[src/rtl/refresh_pkg.sv]
package refresh_pkg;
  typedef struct packed {
    logic load;
    logic bump;
  } refreshCtrl_t;
endpackage

[src/rtl/refresh_ctrl.sv]
module refresh_ctrl
  import refresh_pkg::*;
#(
  parameter int NUM_EVENTS = 4
) (
  input  logic                  clk,
  input  logic                  rstN,
  input  logic [NUM_EVENTS-1:0] eventVec,
  input  logic                  loadEn,
  output refreshCtrl_t          ctrl
);
  logic [NUM_EVENTS-1:0] evMask;

  genvar gi;
  generate
    for (gi = 0; gi < NUM_EVENTS; gi++) begin : g_ev
      assign evMask[gi] = eventVec[gi];
    end
  endgenerate

  always_comb begin
    ctrl.load = loadEn;
    ctrl.bump = (|evMask) && !loadEn;
  end

  // a load always wins over a bump
  assert_load_wins_R8: assert property (@(posedge clk) disable iff (!rstN)
    loadEn |-> !ctrl.bump);
  // any number of events yields a single bump
  assert_single_bump_R9: assert property (@(posedge clk) disable iff (!rstN)
    ($countones(eventVec) > 1 && !loadEn) |-> ctrl.bump);
endmodule

[src/rtl/refresh_datapath.sv]
module refresh_datapath
  import refresh_pkg::*;
#(
  parameter int REG_W = 8
) (
  input  logic             clk,
  input  logic             rstN,
  input  refreshCtrl_t     ctrl,
  input  logic [REG_W-1:0] loadData,
  output logic [REG_W-1:0] value
);
  localparam int CNT_W = REG_W - 1;
  localparam logic [CNT_W-1:0] CNT_MAX = {CNT_W{1'b1}};

  logic [CNT_W-1:0] lowQ;
  logic             topQ;
  logic [CNT_W-1:0] lowNext;

  assign lowNext = lowQ + 1'b1;

  always_ff @(posedge clk) begin
    if (!rstN) begin
      lowQ <= '0;
      topQ <= 1'b0;
    end else if (ctrl.load) begin
      lowQ <= loadData[CNT_W-1:0];
      topQ <= loadData[REG_W-1];
    end else if (ctrl.bump) begin
      lowQ <= lowNext;
    end
  end

  assign value = {topQ, lowQ};

  // the counter wraps at the top of its range
  assert_wrap_R1: assert property (@(posedge clk) disable iff (!rstN)
    (ctrl.bump && !ctrl.load && lowQ == CNT_MAX) |=> lowQ == '0);
  // the top bit holds when no load occurs
  assert_top_sticky_R2: assert property (@(posedge clk) disable iff (!rstN)
    !ctrl.load |=> $stable(topQ));
  // the loaded value appears in full
  assert_load_value_R8: assert property (@(posedge clk) disable iff (!rstN)
    ctrl.load |=> value == $past(loadData));
endmodule

[src/rtl/refresh_counter.sv]
module refresh_counter
  import refresh_pkg::*;
#(
  parameter int REG_W = 8
) (
  input  logic             clk,
  input  logic             rstN,
  input  logic             fetchStb,
  input  logic             haltStb,
  input  logic             prefixStb,
  input  logic             prefixSecond,
  input  logic             nmiAckStb,
  input  logic             irqAckStb,
  input  logic             loadEn,
  input  logic [REG_W-1:0] loadData,
  output logic [REG_W-1:0] refreshVal
);
  localparam int NUM_EVENTS = 5;
  localparam int CNT_W = REG_W - 1;

  logic [NUM_EVENTS-1:0] eventVec;
  refreshCtrl_t          ctrl;

  assign eventVec = {irqAckStb, nmiAckStb, prefixStb && !prefixSecond, haltStb, fetchStb};

  refresh_ctrl #(.NUM_EVENTS(NUM_EVENTS)) u_ctrl (
    .clk(clk), .rstN(rstN), .eventVec(eventVec), .loadEn(loadEn), .ctrl(ctrl)
  );

  refresh_datapath #(.REG_W(REG_W)) u_dp (
    .clk(clk), .rstN(rstN), .ctrl(ctrl), .loadData(loadData), .value(refreshVal)
  );

  // fetch advances the low bits by one
  assert_fetch_inc_R3: assert property (@(posedge clk) disable iff (!rstN)
    (fetchStb && !loadEn) |=> refreshVal[CNT_W-1:0] == CNT_W'($past(refreshVal[CNT_W-1:0]) + 1));
  // halt cycle advances the low bits by one
  assert_halt_inc_R4: assert property (@(posedge clk) disable iff (!rstN)
    (haltStb && !loadEn) |=> refreshVal[CNT_W-1:0] == CNT_W'($past(refreshVal[CNT_W-1:0]) + 1));
  // a lone second prefix leaves the value unchanged
  assert_second_prefix_R5: assert property (@(posedge clk) disable iff (!rstN)
    (prefixStb && prefixSecond && !fetchStb && !haltStb && !nmiAckStb && !irqAckStb && !loadEn)
    |=> $stable(refreshVal));
  // interrupt acceptance advances the low bits by one
  assert_intack_inc_R6: assert property (@(posedge clk) disable iff (!rstN)
    ((nmiAckStb || irqAckStb) && !loadEn) |=> refreshVal[CNT_W-1:0] == CNT_W'($past(refreshVal[CNT_W-1:0]) + 1));
  // reset clears the register
  assert_reset_clear_R7: assert property (@(posedge clk)
    !rstN |=> refreshVal == '0);
endmodule

[config.mk]
export PLATFORM = sky130hd
export DESIGN_NAME = refresh_counter
export DESIGN_NICKNAME = d
export VERILOG_FILES = /design/src/rtl/refresh_pkg.sv /design/src/rtl/refresh_ctrl.sv /design/src/rtl/refresh_datapath.sv /design/src/rtl/refresh_counter.sv
export SDC_FILE = /design/constraint.sdc
export NUM_CORES = 1
export LEC_CHECK = 0
export ABC_AREA = 1
export BUFFER_PORTS_ARGS = -buffer_cell sky130_fd_sc_hd__buf_4
export CAP_MARGIN = 20
export CELL_PAD_IN_SITES_DETAIL_PLACEMENT = 1
export CELL_PAD_IN_SITES_GLOBAL_PLACEMENT = 1
export CORE_AREA = 8 8 52 54
export CTS_CLUSTER_DIAMETER = 40
export DETAILED_ROUTE_END_ITERATION = 10
export DIE_AREA = 0 0 60 62
export PLACE_DENSITY_LB_ADDON = 0.1
export SLEW_MARGIN = 10
export SYNTH_ARGS = -nofsm -noshare
export SYNTH_HDL_FRONTEND = slang
export SYNTH_SLANG_ARGS = --single-unit
[constraint.sdc]
create_clock -name clk -period 2.7 [get_ports clk]
set_clock_uncertainty 0.05 [all_clocks]
set_input_delay 0.27 -clock clk [delete_from_list [all_inputs] [get_ports clk]]
set_output_delay 0.27 -clock clk [all_outputs]
set_load 0.05 [all_outputs]
==> results of run 1 <==
==> through the flow <==
stage / hold slack (ns) / cells / utilization (%) / setup slack [ns] / cell area (µm²)
2_1_floorplan: 0.3404 / 87 / - / 1.144 / 554.3
3_3_place_gp: 0.4215 / 136 / 39.41 / 1.347 / 749.5
5_1_grt: 0.2012 / 139 / 40.59 / 1.274 / 772.0
6_report: 0.1973 / 139 / 40.59 / 1.394 / 772.0
3_5_place_dp: 0.4327 / 136 / 39.41 / 1.368 / 749.5
4_1_cts: 0.1865 / 139 / 40.59 / 1.390 / 772.0
==> cell type report <==
class                      instances  area share [%]
sequential                         8           20.75
inverter                          11           5.348
multi-input combinational         66           43.27
clock buffer                       3           2.917
tap                               27           4.376
timing repair buffer              24           23.34
==> metal layers <==
layer	wire length (µm)	vias to the layer above
li1	-	327
met1	779	282
met2	813	12
met3	91	2
met4	21	0
met5	0	-
==> worst max-delay path by stage <==
stage                             from            to  cells past startpoint
after floorplan           u_dp.lowQ[0]  u_dp.lowQ[4]                      7
after global placement          loadEn  u_dp.lowQ[0]                      7
after detailed placement        loadEn  u_dp.lowQ[2]                      7
after CTS                 u_dp.lowQ[0]  u_dp.lowQ[4]                      7
after global routing      u_dp.lowQ[0]  u_dp.lowQ[6]                      7
final                     u_dp.lowQ[0]  u_dp.lowQ[6]                      7
==> kinds of logic after synthesis <==
family                     count (synthesis)
AOI/OAI and AO/OA                         15
adders and majority gates                  1
buffers and inverters                     13
DFF                                        8
and+or+nand+nor                           50
==> sequential cells by signal (all words and copies together), names as in the netlist <==
| signal | count |
|---|---|
| u_dp.lowQ | 7 |
| u_dp.topQ | 1 |
==> report_power, final <==
part	switching [mW]	internal [mW]	total [mW]
Combinational	0.0680	0.0434	0.111
Clock	0.0455	0.0512	0.0967
Sequential	0.0103	0.127	0.138
Total	0.124	0.222	0.346
==> critical path, stage by stage (launching register included) <==
cell	delay, ns
dfxtp_1	0.41
ha_1	0.20
nand2_1	0.10
inv_1	0.14
nand3_1	0.09
nand3_1	0.08
nand2_1	0.06
a21oi_1	0.11
==> cell usage in the layout, fill, tap and decap left out, types with 2 or more instances in the layout <==
cell	Yosys	final
a21oi_1	3	3
buf_4	1	24
clkbuf_4	0	3
dfxtp_1	8	8
inv_1	10	10
nand2_1	16	16
nand3_1	6	6
nor2_1	20	20
nor2_2	2	2
o21ai_0	5	5
o21ai_1	2	2
o21ai_2	2	2
==> results_dict.tcl, run 1 <==
set metrics [dict create \
    synth_nets 105 \
    fin_crit_ns 1.306 \
    cts_max_path_buffers 2 \
    status "completed" \
    drtAntennaViolNets 0 \
    synth_fa_ha_area_share_pct 2.257 \
    path_class "flop to flop" \
    yosysUniqueCellTypes 23 \
    numCtsBuffers 3 \
    dr_total_vias 623 \
    gp_routability_congestion 0.8002 \
    tritoncts "done" \
    num_rows 16 \
    synth_compound_area_share_pct 16.93 \
    wirelength_um 1706 \
    synthArstFlopShare_pct 0 \
    core_um2 1902 \
    grt.busiest_layer "met2" \
    grt_overflow 0 \
    postCtsSetupBuffers 0 \
    dieArea_um2 3720 \
    drt-pass1-iter-count 4 \
    synthToLayoutAreaGrowth_pct 39.28 \
    seqCellArea_um2 160.2 \
    rrSetupSlack_ns 1.39 \
    nFillCells 254 \
    cts.repair.resized 0 \
    rsz0062_at_grt "false" \
    drtIter0Drc 6 \
    synth.avg_cell_area_um2 6.371 \
    max_freq_mhz 766.0 \
    hold_viol_final 0 \
    fin_setup_tns_ns 0 \
    met1_usage_pct 11.68 \
    yosys.area_share.simple_pct 41.08 \
    htreeDepth 1 \
    synth_area_um2 554.3 \
    clkTransAtPathRegs_ns 0.06 \
    reg2reg_depth 7 \
    diodes 0 \
    die_y_um 62 \
    grt_util_met2_pct 16.77 \
    seq_area_frac_synth_pct 28.89 \
    synth_top_area_share_pct 28.89 \
    grt_max_degree 16 \
    end_kind "flop" \
    cp_max_fo 6 \
    fin_nets 132 \
    reg2reg_from "u_dp.lowQ[0]" \
    netlist_top_cells_count "nor2_1 (20), nand2_1 (16), inv_1 (10)" \
    synth_ff_type "dfxtp_1" \
    initial_utilization_pct 29.14 \
    grt_pass1_vias 640 \
    wl_per_cell_um 12.27 \
    synth_top_area_cell "dfxtp_1" \
    cts_sinks 8 \
    synth_top_family_by_area "simple AND/OR/NAND/NOR gates" \
    holdPathEnd "u_dp.topQ" \
    drc 0 \
    r2r-end "u_dp.lowQ[6]" \
    gr-usage-met3_pct 3.909 \
    root_buffer "clkbuf_4" \
    grt_usage_pct 10.47 \
    multi_input_area_um2 334.1 \
    hold_buffers 0 \
    netlist_top_cells_area "dfxtp_1 (29%), nor2_1 (14%), nand2_1 (11%), inv_1 (6.8%), nand3_1 (5.4%)" \
    worst_slew_margin_rel_pct 82.02 \
    synth_warnings 0 \
    clk_latency_ns 0.25 \
    post-dp-hpwl_um 1408 \
    finalPower_mw 0.3459 \
    synth.most_common_cell "nor2_1" \
    synth_edf_count 0 \
    p_per_area_nw_per_um2 448.1 \
    synthMuxAreaShare_pct 0 \
    required_ns 2.84 \
    synth_seq_cells 8 \
    drive_above_1_share_pct 33.04 \
    antenna_found_initial 0 \
    min_from "loadData[7]" \
    startpoint_type "flop" \
    p_leak_nw 0.4033 \
    hold_depth 3 \
    peakVddDrop_uv 251.3 \
    num_io_pins 25 \
    vias_per_cell 4.482 \
    die_w_um 60 \
    finalSetupViolCount 0 \
    slew_viol_final 0 \
    max-cap-violations 0 \
    fin_crit_sh_pct 48.35 \
    synth-xor-area-share_pct 0 \
    portBuffers 24 \
    worst_slew_pin_slew_ns 0.2694 \
    syn_inst 87 \
    hp-class "input pin to flop" \
    grt_pass1_wl_um 2794 \
    arrival_ns 1.44 \
]
No activity file was read; power rests on OpenSTA's default activity.
==> run 2, diff against run 1 <==
CORE_AREA = 8 8 56 58   (was 8 8 52 54)
DIE_AREA = 0 0 64 66   (was 0 0 60 62)
clock period = 1.05 ns   (was 2.7 ns; I/O delays follow)
==> results_dict.tcl, run 2 (synthesis gave the netlist of run 1 again) <==
set metrics [dict create \
    htreeDepth 1 \
    worst_slew_pin_slew_ns 0.1955 \
    end_kind "flop" \
    max-cap-violations 0 \
    postCtsSetupBuffers 0 \
    slew_viol_final 0 \
    clk_latency_ns 0.26 \
    arrival_ns 1.17 \
    clkPwrFrac_pct 27.7 \
    required_ns 1.14 \
    cts_sinks 8 \
    p_leak_nw 0.4485 \
    status "finished, violations left" \
    die_y_um 66 \
    p_comb_share_pct 34.7 \
    switching_share_pct 35.08 \
    hp-class "input pin to flop" \
    numCtsBuffers 3 \
    vias_per_cell 4.331 \
    root_buffer "clkbuf_4" \
    hold_buffers 0 \
    fin_ws_ns -0.02758 \
    diodes 0 \
    post-dp-hpwl_um 1548 \
    num_rows 18 \
    portBuffers 24 \
    fin_crit_sh_pct 102.6 \
    worst-path-buf-inv 0 \
    initial_utilization_pct 23.89 \
    crit_chain "ha_4 -> nand2_4 -> o21bai_1 -> nand3_1 -> nand2_1 -> a21oi_1" \
    largest_register_ffs 7 \
    nFillCells 305 \
    rsz0062_at_grt "true" \
    drc 0 \
    final_cell_mix "buf_4 (26), nor2_1 (20), nand2_1 (15), inv_1 (9), dfxtp_4 (6)" \
    die_w_um 64 \
    dieArea_um2 4224 \
    grt_overflow 0 \
    core_um2 2320 \
    fin_crit_ns 1.078 \
    antenna_found_initial 0 \
    p_switching_mw 0.3321 \
    seq_power_share_pct 37.6 \
    gp_routability_congestion 0.7764 \
    drt-pass1-iter-count 3 \
    post-place-cells 145 \
    drtAntennaViolNets 0 \
    final_cells 148 \
    holdWs_ns 0.03399 \
    peakVddDrop_uv 500.5 \
    regMostFlops "u_dp.lowQ" \
    fin_util_pct 38.62 \
    clkTransAtPathRegs_ns 0.06 \
    wirelength_um 1822 \
    p_per_area_nw_per_um2 1057 \
    dr_total_vias 641 \
    synthToLayoutAreaGrowth_pct 61.63 \
    finalSetupViolCount 4 \
    fin_nets 137 \
    violations "setup timing" \
    hold_viol_final 0 \
    worst_slew_margin_rel_pct 86.93 \
    drtIter0Drc 6 \
    grt_usage_pct 9.800 \
    startpoint_type "flop" \
    layout_commonest_cell "buf_4" \
    cts_max_path_buffers 2 \
    num_io_pins 25 \
    grt_pass1_wl_um 3236 \
    cp_slowest_cell "dfxtp_4" \
    max_stage_delay_ns 0.37 \
    tritoncts "done" \
    power.internal_mw 0.6146 \
    wl_per_cell_um 12.31 \
    cp_top_family "flip-flops" \
    grt_max_degree 11 \
    max_freq_mhz 928.0 \
    cp_max_fo 3 \
    grt_pass1_vias 750 \
    drive_above_1_share_pct 46.61 \
    path_class "flop to flop" \
    reg_top3 "u_dp.lowQ x7, u_dp.topQ x1" \
]
==> run 2: layer usage <==
metal / track usage (%) / wire [µm] / vias up
met5: 0 / 0 / -
met4: 5.850 / 15 / 0
met3: 2.881 / 90 / 2
met2: 17.82 / 939 / 16
met1: 9.699 / 776 / 281
li1: - / - / 342
==> run 2: worst paths after layout <==
check                                  start            to  slack (ns)  depth (start not counted)
worst max register to register  u_dp.lowQ[0]  u_dp.lowQ[6]       -0.03                          6
worst max-delay path            u_dp.lowQ[0]  u_dp.lowQ[6]       -0.03                          6
worst min-delay path             loadData[7]     u_dp.topQ        0.03                          3
worst min register to register  u_dp.lowQ[6]  u_dp.lowQ[6]        0.43                          2
==> run 2: area by class of cell <==
| type | instances | area (µm²) | area share (%) |
|---|---|---|---|
| clock buffers | 4 | 26.28 | 2.933 |
| well taps | 30 | 37.54 | 4.190 |
| flip-flops and latches | 8 | 183.9 | 20.53 |
| inverters | 11 | 43.79 | 4.888 |
| multi-input cells | 66 | 367.9 | 41.06 |
| repair buffers | 29 | 236.5 | 26.40 |
==> run 2: what timing repair did <==
item | CTS | global route
setup endpoints to repair | 7 | 7
gates resized for setup | 8 | 3
pin swaps | 5 | 2
==> run 2: metrics by stage <==
step	area (µm²)	setup slack [ns]	power, mW	setup TNS, ns
4_1_cts	888.4	-0.03214	0.9611	-0.1252
3_3_place_gp	837.1	-0.007299	0.6781	-0.009381
6_report	895.9	-0.02758	0.9467	-0.06185
2_1_floorplan	593.1	-0.1025	0.5492	-0.2233
3_5_place_dp	837.1	-0.02985	0.6835	-0.06639
5_1_grt	895.9	-0.1279	1.023	-0.4980
==> run 2: power groups by stage <==
stage / clock network (mW) / logic (mW) / registers [mW]
floorplan: 0 / 0.118 / 0.432
global placement: 0 / 0.320 / 0.358
detailed placement: 0 / 0.324 / 0.359
CTS: 0.274 / 0.331 / 0.357
global route: 0.301 / 0.361 / 0.361
finish: 0.262 / 0.329 / 0.356
==> run 2: worst reg2reg max path, stage by stage, from the launching register on <==
cell and delay (ns):
dfxtp_4 0.37, ha_4 0.14, nand2_4 0.06, o21bai_1 0.13, nand3_1 0.08, nand2_1 0.07, a21oi_1 0.05
